File: config.mk
export PLATFORM = sky130hd
export DESIGN_NAME = chan_buffer_pair
export DESIGN_NICKNAME = d
export VERILOG_FILES = /design/src/rtl/chbuf_pkg.sv /design/src/rtl/chbuf_store.sv /design/src/rtl/chbuf_rx_ready.sv /design/src/rtl/chbuf_tx_ready.sv /design/src/rtl/chan_buffer_pair.sv
export SDC_FILE = /design/constraint.sdc
export NUM_CORES = 1
export LEC_CHECK = 0
export ABC_CLOCK_PERIOD_IN_PS = 3400
export BUFFER_PORTS_ARGS = -buffer_cell sky130_fd_sc_hd__clkbuf_2
export CAP_MARGIN = 30
export CORE_UTILIZATION = 50
export CTS_CLUSTER_DIAMETER = 50
export DETAILED_ROUTE_END_ITERATION = 12
export GPL_ROUTABILITY_DRIVEN = 0
export GPL_TIMING_DRIVEN = 0
export PLACE_DENSITY = 0.67
export SLEW_MARGIN = 5
export SYNTH_ARGS = -nofsm -noshare
export SYNTH_HDL_FRONTEND = slang
export SYNTH_SLANG_ARGS = --single-unit
File: constraint.sdc
create_clock -name clk -period 3.4 [get_ports clk]
set_input_delay 0.17 -clock clk [delete_from_list [all_inputs] [get_ports clk]]
set_output_delay 0.17 -clock clk [all_outputs]
set_load 0.05 [all_outputs]
File: src/rtl/chbuf_pkg.sv
package chbuf_pkg;

    typedef enum logic {
        RR_IDLE,
        RR_SERVE
    } rx_rdy_state_t;

    typedef enum logic {
        TR_OPEN,
        TR_HELD
    } tx_rdy_state_t;

    typedef enum logic [1:0] {
        TRIG_ONE,
        TRIG_QUARTER,
        TRIG_HALF,
        TRIG_NEAR_FULL
    } trig_sel_t;

    // Trigger level in characters for a selector value and buffer depth.
    function automatic int unsigned trig_chars(input logic [1:0] sel, input int unsigned depth);
        int unsigned r;
        unique case (trig_sel_t'(sel))
            TRIG_ONE:       r = 1;
            TRIG_QUARTER:   r = depth / 4;
            TRIG_HALF:      r = depth / 2;
            TRIG_NEAR_FULL: r = depth - 2;
            default:        r = 1;
        endcase
        return r;
    endfunction

endpackage

File: src/rtl/chbuf_store.sv
module chbuf_store #(
    parameter  int W     = 8,
    parameter  int DEPTH = 16,
    localparam int AW    = $clog2(DEPTH),
    localparam int CW    = $clog2(DEPTH + 1)
) (
    input  logic          clk,
    input  logic          rst_n,
    input  logic          clr,
    input  logic          shallow,
    input  logic          wr,
    input  logic [W-1:0]  wdata,
    input  logic          rd,
    output logic [W-1:0]  rdata,
    output logic [CW-1:0] count,
    output logic          full,
    output logic          empty
);
    localparam logic [CW-1:0] FULL_CNT = CW'(DEPTH);

    logic [W-1:0]  mem [DEPTH];
    logic [AW-1:0] wptr_q, rptr_q;
    logic [CW-1:0] cnt_q;
    logic          rd_ok, wr_ok;

    always_comb begin
        empty = (cnt_q == '0);
        full  = shallow ? !empty : (cnt_q >= FULL_CNT);
        rd_ok = rd && !empty;
        wr_ok = wr && (!full || rd_ok);
        count = cnt_q;
        rdata = mem[rptr_q];
    end

    always_ff @(posedge clk or negedge rst_n) begin
        if (!rst_n) begin
            wptr_q <= '0;
            rptr_q <= '0;
            cnt_q  <= '0;
        end else if (clr) begin
            wptr_q <= '0;
            rptr_q <= '0;
            cnt_q  <= '0;
        end else begin
            if (wr_ok) wptr_q <= wptr_q + 1'b1;
            if (rd_ok) rptr_q <= rptr_q + 1'b1;
            unique case ({wr_ok, rd_ok})
                2'b10:   cnt_q <= cnt_q + 1'b1;
                2'b01:   cnt_q <= cnt_q - 1'b1;
                default: cnt_q <= cnt_q;
            endcase
        end
    end

    always_ff @(posedge clk) begin
        if (wr_ok && !clr) mem[wptr_q] <= wdata;
    end

    // level never exceeds the depth
    p_count_bound_r1: assert property (@(posedge clk) disable iff (!rst_n)
        count <= FULL_CNT);

    // a push into a full buffer without a pop leaves the level alone
    p_full_hold_r1: assert property (@(posedge clk) disable iff (!rst_n)
        (full && wr && !rd && !clr) |=> (count == $past(count)));

    // clear empties the buffer at the next edge
    p_clear_r8: assert property (@(posedge clk) disable iff (!rst_n)
        clr |=> empty);

endmodule

File: src/rtl/chbuf_rx_ready.sv
module chbuf_rx_ready #(
    parameter int CW = 5
) (
    input  logic          clk,
    input  logic          rst_n,
    input  logic          block_mode,
    input  logic          timeout,
    input  logic          empty,
    input  logic [CW-1:0] count,
    input  logic [CW-1:0] trig,
    output logic          ready_n,
    output logic          trig_hit
);
    import chbuf_pkg::*;

    rx_rdy_state_t state_q, state_d;
    logic          start;

    always_comb begin
        start   = block_mode ? ((count >= trig) || (timeout && !empty)) : !empty;
        state_d = state_q;
        unique case (state_q)
            RR_IDLE:  if (start) state_d = RR_SERVE;
            RR_SERVE: if (empty) state_d = RR_IDLE;
            default:  state_d = RR_IDLE;
        endcase
    end

    always_ff @(posedge clk or negedge rst_n) begin
        if (!rst_n) state_q <= RR_IDLE;
        else        state_q <= state_d;
    end

    always_comb begin
        ready_n  = (state_q != RR_SERVE);
        trig_hit = (count >= trig);
    end

    // ready only ever asserted with data present on the previous edge
    p_rx_rdy_data_r4: assert property (@(posedge clk) disable iff (!rst_n)
        !ready_n |-> ($past(count) != '0));

endmodule

File: src/rtl/chbuf_tx_ready.sv
module chbuf_tx_ready #(
    parameter int CW = 5
) (
    input  logic          clk,
    input  logic          rst_n,
    input  logic          block_mode,
    input  logic          full,
    input  logic          empty,
    input  logic [CW-1:0] count,
    output logic          ready_n
);
    import chbuf_pkg::*;

    tx_rdy_state_t state_q, state_d;

    always_comb begin
        state_d = state_q;
        unique case (state_q)
            TR_OPEN: if (block_mode ? full : !empty) state_d = TR_HELD;
            TR_HELD: if (block_mode ? !full : empty) state_d = TR_OPEN;
            default: state_d = TR_OPEN;
        endcase
    end

    always_ff @(posedge clk or negedge rst_n) begin
        if (!rst_n) state_q <= TR_OPEN;
        else        state_q <= state_d;
    end

    always_comb begin
        ready_n = (state_q == TR_HELD);
    end

    // transmit never reports busy when it was empty the edge before
    p_tx_held_data_r6: assert property (@(posedge clk) disable iff (!rst_n)
        ready_n |-> ($past(count) != '0));

endmodule

File: src/rtl/chan_buffer_pair.sv
module chan_buffer_pair #(
    parameter  int DW    = 8,
    parameter  int EW    = 3,
    parameter  int DEPTH = 16,
    localparam int CW    = $clog2(DEPTH + 1)
) (
    input  logic          clk,
    input  logic          rst_n,
    input  logic          fifo_en,
    input  logic          dma_mode,
    input  logic [1:0]    trig_sel,
    input  logic          rx_clr,
    input  logic          tx_clr,
    input  logic          rx_wr,
    input  logic [DW-1:0] rx_wr_data,
    input  logic [EW-1:0] rx_wr_err,
    input  logic          rx_rd,
    output logic [DW-1:0] rx_rd_data,
    output logic [EW-1:0] rx_rd_err,
    input  logic          rx_timeout,
    output logic [CW-1:0] rx_level,
    output logic          rx_trig_hit,
    output logic          rx_overrun,
    output logic          rx_ready_n,
    input  logic          tx_wr,
    input  logic [DW-1:0] tx_wr_data,
    input  logic          tx_rd,
    output logic [DW-1:0] tx_rd_data,
    output logic [CW-1:0] tx_level,
    output logic          tx_ready_n
);
    import chbuf_pkg::*;

    localparam int RW = DW + EW;

    logic          block_eff, shallow;
    logic [CW-1:0] trig_eff;
    logic [RW-1:0] rx_head;
    logic          rx_full, rx_empty, tx_full, tx_empty;
    logic          ovr_d, ovr_q;

    always_comb begin
        shallow   = !fifo_en;
        block_eff = fifo_en && dma_mode;
        trig_eff  = fifo_en ? CW'(trig_chars(trig_sel, DEPTH)) : CW'(1);
        ovr_d     = rx_wr && rx_full && !(rx_rd && !rx_empty) && !rx_clr;
        rx_rd_data = rx_head[RW-1:EW];
        rx_rd_err  = rx_head[EW-1:0];
        rx_overrun = ovr_q;
    end

    chbuf_store #(.W(RW), .DEPTH(DEPTH)) u_rx_store (
        .clk     (clk),
        .rst_n   (rst_n),
        .clr     (rx_clr),
        .shallow (shallow),
        .wr      (rx_wr),
        .wdata   ({rx_wr_data, rx_wr_err}),
        .rd      (rx_rd),
        .rdata   (rx_head),
        .count   (rx_level),
        .full    (rx_full),
        .empty   (rx_empty)
    );

    chbuf_store #(.W(DW), .DEPTH(DEPTH)) u_tx_store (
        .clk     (clk),
        .rst_n   (rst_n),
        .clr     (tx_clr),
        .shallow (shallow),
        .wr      (tx_wr),
        .wdata   (tx_wr_data),
        .rd      (tx_rd),
        .rdata   (tx_rd_data),
        .count   (tx_level),
        .full    (tx_full),
        .empty   (tx_empty)
    );

    chbuf_rx_ready #(.CW(CW)) u_rx_ready (
        .clk        (clk),
        .rst_n      (rst_n),
        .block_mode (block_eff),
        .timeout    (rx_timeout),
        .empty      (rx_empty),
        .count      (rx_level),
        .trig       (trig_eff),
        .ready_n    (rx_ready_n),
        .trig_hit   (rx_trig_hit)
    );

    chbuf_tx_ready #(.CW(CW)) u_tx_ready (
        .clk        (clk),
        .rst_n      (rst_n),
        .block_mode (block_eff),
        .full       (tx_full),
        .empty      (tx_empty),
        .count      (tx_level),
        .ready_n    (tx_ready_n)
    );

    always_ff @(posedge clk or negedge rst_n) begin
        if (!rst_n) ovr_q <= 1'b0;
        else        ovr_q <= ovr_d;
    end

    // an overrun pulse follows a push that met a non-empty buffer
    p_overrun_src_r9: assert property (@(posedge clk) disable iff (!rst_n)
        rx_overrun |-> ($past(rx_wr) && ($past(rx_level) != '0)));

endmodule

# Yosys cells after proc, flatten, opt, wreduce, memory -nomap -nowiden

Memories as Yosys holds them, arrays and structs flattened.
Cells that the tools add are included.

Output and inout port bits: 33
Logic and storage cells: 90
Memories kept: 2
Register bits: 29
Memory bits (writable): 304

Memory list:

| memory         | words | bits a word | rd ports | clocked after memory_dff | wr ports | line              | RTL |
|---|---|---|---|---|---|---|---|
| u_rx_store.mem | 16    | 11          | 1        | 0                        | 1        | chbuf_store.sv:21 | `logic [W-1:0] mem [DEPTH];` |
| u_tx_store.mem | 16    | 8           | 1        | 0                        | 1        | chbuf_store.sv:21 |  |

$add $sub $neg: 8
Reduce and logical (&&, ||, !) cells: 30
Eq/ne operators: 7
Muxes and demuxes: 29
$lt $le $gt $ge: 3
Bitwise logic cells: 2

Operator list:

| operator                                                               | number |
|---|---|
| 4-bit 2-to-1 mux                                                       | 8 |
| 5-bit one-hot mux with 2 select lines                                  | 2 |
| 5-bit one-hot mux with 4 select lines                                  | 1 |
| 4-bit by 1-bit adder with 4-bit output (second input constant)         | 4 |
| 5-bit 2-to-1 mux                                                       | 3 |
| 1-bit 2-to-1 mux                                                       | 13 |
| 1-bit logical AND                                                      | 11 |
| 5-bit by 1-bit adder with 5-bit output (second input constant)         | 2 |
| 5-bit >= comparator (second input constant)                            | 2 |
| 5-bit zero test                                                        | 2 |
| 5-bit by 1-bit subtractor with 5-bit output (second input constant)    | 2 |
| 2-bit equality test (second input constant)                            | 4 |
| 2-bit nonzero test                                                     | 4 |
| 1-bit zero test                                                        | 7 |
| 2-bit by 1-bit equality test with 1-bit output (second input constant) | 3 |
| 3-bit nonzero test                                                     | 2 |
| 5-bit >= comparator                                                    | 1 |
| 1-bit one-hot mux with 2 select lines                                  | 2 |
| 1-bit logical OR                                                       | 3 |
| 2-bit zero test                                                        | 1 |
| 1-bit inverter                                                         | 2 |

# Logic depth before layout (Yosys ltp)

Depth in word-level cells: 9
Depth in mapped cells: 9
Gate-level depth less buffers: 8

# Modules after synthesis

From an unflattened synthesis, not the netlist that was laid out.

Cell total of the unflattened synthesis: 696
Area, all modules: 13769.5 um^2

By module, submodules not included:

| module                    | area each (um^2) | instances | cells each |
|---|---|---|---|
| chbuf_store at u_rx_store | 7636.1           | 1         | 362 |
| chbuf_store at u_tx_store | 5826.8           | 1         | 297 |
| chbuf_rx_ready            | 182.7            | 1         | 23 |
| chan_buffer_pair          | 90.1             | 1         | 11 |
| chbuf_tx_ready            | 33.8             | 1         | 3 |

# Worst setup path after synthesis

OpenSTA, ideal clock, no wires.

Path kind: reg-to-reg
From: register u_tx_store.cnt_q[1], in the netlist u_tx_store.count[1]
To: register u_tx_store.cnt_q[4], in the netlist u_tx_store.count[4]
Clock period less this slack: 3.121 ns
Cell stages (with the launch flop): 9
Setup time: 0.088 ns
Arrival: 3.033 ns
Path buffers: 0
Setup slack: 0.279 ns
Cell sequence: dfrtp_1 -> or4_1 -> o21ai_0 -> nor2_1 -> ha_1 -> and2_1 -> a311o_1 -> or4_1 -> a41oi_1

Cells in the longest elaborated chain, start to end: 9
Elaborated cells on any way between the ends: 15
Classes of those cells: 2 x add/sub; 1 x order compare; 2 x eq/ne; 3 x mux; 7 x reduce/logical

RTL lines:

| item                                                        | line              | RTL |
|---|---|---|
| start, declared                                             | chbuf_store.sv:23 | `logic [CW-1:0] cnt_q;` |
| start signal, assigned                                      | chbuf_store.sv:48 | `2'b10: cnt_q <= cnt_q + 1'b1;` |
| start signal, assigned                                      | chbuf_store.sv:49 | `2'b01: cnt_q <= cnt_q - 1'b1;` |
| start signal, assigned                                      | chbuf_store.sv:50 | `default: cnt_q <= cnt_q;` |
| branches (longest 9 deep; another with 5-bit >= comparator) | --                |  |

Several ways; the timed one is not identified.
A chain may end at the register's enable or synchronous reset.

# Worst setup path after layout

From: register u_rx_store.rptr_q[1]
To: output rx_rd_data[1]

Cells in the longest elaborated chain, start to end: 1

RTL lines:

| item                   | line                   | RTL |
|---|---|---|
| start, declared        | chbuf_store.sv:22      | `logic [AW-1:0] wptr_q, rptr_q;` |
| start signal, assigned | chbuf_store.sv:46      | `if (rd_ok) rptr_q <= rptr_q + 1'b1;` |
| memory 16 x 11 bit     | --                     |  |
| end, declared          | chan_buffer_pair.sv:18 | `output logic [DW-1:0] rx_rd_data,` |

No other way between the ends.

==> results.sh <==
export IMPL_ant_nets=0
export IMPL_static_leakage_power_nw=5.41
export IMPL_place_ws_ps=170
export IMPL_layout_min_cycle_time_ps=3230
export IMPL_synth_lib_cells_used_distinct=56
export IMPL_worstPathCellList="clkbuf_1, clkbuf_2, mux4_2, mux4_2, clkbuf_2"
export IMPL_die_x_um=167
export IMPL_pwr_dens_nw_per_um2=742
export IMPL_finalHoldWorstSlack_ps=34.3
export IMPL_finClkSkew_ps=17.9
export IMPL_routedWlPerCell_um=23.9
export IMPL_clkPwrFrac_pct=34.2
export IMPL_synth_top_cells_by_count="sky130_fd_sc_hd__edfxtp_1 (304), sky130_fd_sc_hd__mux4_2 (95), sky130_fd_sc_hd__nor2_1 (30)"
export IMPL_worst_path_max_delay_cell="sky130_fd_sc_hd__clkbuf_1"
export IMPL_setup_viol_count_final=0
export IMPL_cell_internal_pwr_w=0.00821
export IMPL_crit_required_ps=3230
export IMPL_synth_top_area_share_pct=66.9
export IMPL_first_global_vias=7265
export IMPL_flow_area_growth_from_synthesis_pct=16.5
export IMPL_setup_worst_path_start_class="flip-flop"
export IMPL_path_category_of_the_worst_min_delay_check="input port to flip-flop"
export IMPL_cts_inserted_buffers=38
export IMPL_post_synth_main_area_contributors="sky130_fd_sc_hd__edfxtp_1 (67%), sky130_fd_sc_hd__mux4_2 (16%), sky130_fd_sc_hd__dfrtp_1 (5.3%)"
export IMPL_layout_cell_area_non_filler_sq_um=15900
export IMPL_via_per_inst=5.94
export IMPL_cts_post_setup_buffers_inserted=0
export IMPL_ys_dominant_reg_cell="sky130_fd_sc_hd__edfxtp_1"
export IMPL_power_frac_comb_pct=25.7
export IMPL_timing_max_transition_violations_final=0
export IMPL_synth_warning_count=0
export IMPL_min_period_over_period_pct=95.1
export IMPL_synth_seq_cells=333
export IMPL_drc=0
export IMPL_port_buffers=63
export IMPL_grt_max_degree=30
export IMPL_postSynthCellCount=679
export IMPL_slew_at_the_pin_closest_to_its_max_slew_limit_ps=868
export IMPL_clock_tree_buffer_depth=3
export IMPL_max_freq_ghz=0.309
export IMPL_synth_area_sq_um=13600
export IMPL_synth_enable_flop_cells=304
export IMPL_critPathKind="flip-flop to output pin"
export IMPL_cts_max_level=2
export IMPL_route_final_wire_length_um=28000
export IMPL_coreArea_sq_um=26900
export IMPL_antenna_cells_inserted=0
export IMPL_floorplan_die_area_sq_um=28000
export IMPL_setup_slack_ps=167
export IMPL_worst_setup_path_end_kind="output pin"
export IMPL_synthesized_area_per_cell_sq_um=20.1
export IMPL_vias=6978
export IMPL_asyncSetResetFlopFracSynth_pct=8.71
export IMPL_switching_share_pct=30.3
export IMPL_drtPass1Iterations=5
export IMPL_grt_use_total_pct=20.6
export IMPL_timing_max_cap_violations=0
export IMPL_share_seq_of_total_power_pct=40.1
export IMPL_yosys_area_top_type="sky130_fd_sc_hd__edfxtp_1"
export IMPL_mappedNetlistNets=733
export IMPL_timing_critical_path_slowest_cell_delay_ps=510
export IMPL_design_portCount=65
export IMPL_rsz0062_at_grt="false"
export IMPL_share_of_layout_cells_above_drive_strength_1_pct=31.5
export IMPL_number_of_antenna_violations_at_the_first_check_in_global_routing=0
export IMPL_tritoncts_num_sinks=333
export IMPL_timing_hold_violations_final=0
export IMPL_critical_path_peak_fanout=10
export IMPL_cts_tree="done"
export IMPL_placed_area_sq_um=14600
export IMPL_power_switching_w=0.00357
export IMPL_floorplan_die_height_um=167
export IMPL_globalRouteOverflowTotal=0
export IMPL_run_status="finished, final reports clean"
export IMPL_initial_core_util_pct=50.8
export IMPL_path_clk_slew_ps=60
export IMPL_detail_route_iter0_violations=547
export IMPL_fin_nets=858
export IMPL_std_cell_rows=60
export IMPL_hpwl_um=19200
export IMPL_yosysMostFrequentCell="sky130_fd_sc_hd__edfxtp_1"
export IMPL_max_vdd_ir_drop_mv=0.466
export IMPL_report_power_total_w=0.0118
export IMPL_global_route_wire_length_before_repair_um=42700
export IMPL_clock_insertion_delay_worst_skew_ps=520
export IMPL_clk_root_buffer_cell="sky130_fd_sc_hd__clkbuf_16"
export IMPL_postLayoutCoreUtil_pct=59.1
export IMPL_relSlewSlack_pct=42.1
export IMPL_synth_seq_area_share_pct=72.2
export IMPL_critPathArrivalTime_ps=3060
critical path, delay by kind of cell (launching register included):
kind	cells	cell delay, ps
buffers and inverters	3	1270
flip-flops	1	360
multiplexers	2	900
repair_timing:
action / CTS / global route
endpoints found under the setup margin: 11 / 2
hold buffers: 4 / 0
endpoints found under the hold margin: 33 / 0
gates resized for setup: 4 / 3
final timing paths:
kind,start,end,slack [ps],depth (start not counted)
min,rx_wr_data[6],u_rx_store.mem[12][9]$_DFFE_PP_,30,1
max reg2reg,u_tx_store.count[0]$_DFFE_PN0P_,u_tx_store.count[4]$_DFFE_PN0P_,280,8
max,u_rx_store.rptr_q[1]$_DFFE_PN0P_,rx_rd_data[1],170,5
min in group asynchronous,rst_n,u_rx_store.rptr_q[2]$_DFFE_PN0P_,250,2
min reg2reg,u_rx_ready.state_q$_DFF_PN0_,u_rx_ready.state_q$_DFF_PN0_,600,3
max in group asynchronous,rst_n,u_tx_store.rptr_q[3]$_DFFE_PN0P_,2660,2
flip-flops by register name, summed over array words and instances (netlist names):
signal	flops
rx_overrun	1
u_rx_ready.state_q	1
u_rx_store.count	5
u_rx_store.mem	176
u_rx_store.rptr_q	4
u_rx_store.wptr_q	4
u_tx_ready.ready_n	1
u_tx_store.count	5
u_tx_store.mem	128
u_tx_store.rptr_q	4
u_tx_store.wptr_q	4
area by class of cell:
type | count | area [sq um]
Fill cell | 1904 | 11000
Multi-Input combinational cell | 300 | 3620
Clock buffer | 44 | 973
Tap cell | 341 | 427
Timing Repair Buffer | 85 | 528
Inverter | 13 | 48.8
Buffer | 33 | 151
Sequential cell | 333 | 9850
Clock inverter | 26 | 285
cell families (layout without fill, tap and decap cells):
logic type	Yosys count	count (layout)	share of synthesized area (%)
flops	333	333	72.2
simple gates	111	111	4.22
mux	108	108	16.7
compound gates	52	52	2.83
buf+inv	46	201	1.42
fa+ha+maj	22	22	2.13
xor+xnor	7	7	0.449
metrics by stage:
step	setup TNS [ps]	cells
2_1_floorplan	0	679
3_3_place_gp	-17390	1083
3_5_place_dp	0	1101
4_1_cts	0	1175
5_1_grt	0	1175
6_report	0	1175
cell usage in the layout, fill, tap and decap left out, drive strengths merged, types with 8 or more instances in the layout:
cell type / instances
mux4: 95
ha: 20
clkinv: 17
nor2: 30
dfrtp: 29
edfxtp: 304
clkbuf: 125
buf: 33
nand3: 17
nand2b: 8
mux2i: 8
o21ai: 12
inv: 17
and2: 16
nor3: 10
a21oi: 10
nand2: 12
layer usage:
layer,vias to the layer above,GRT usage (%),wire length [um]
met5,-,0,0
met2,268,33.8,13800
li1,3044,-,-
met1,3621,28.4,11800
met4,0,5.86,548
met3,45,4.25,1860
power groups by stage:
stage	combinational, W	sequential (W)	clock (W)
floorplan	0.00215	0.00496	0
global placement	0.00296	0.00480	0
detailed placement	0.00304	0.00481	0
CTS	0.00306	0.00473	0.00409
global route	0.00324	0.00474	0.00424
finish	0.00303	0.00473	0.00403
Note: power is estimated with default switching activity, not from simulation.
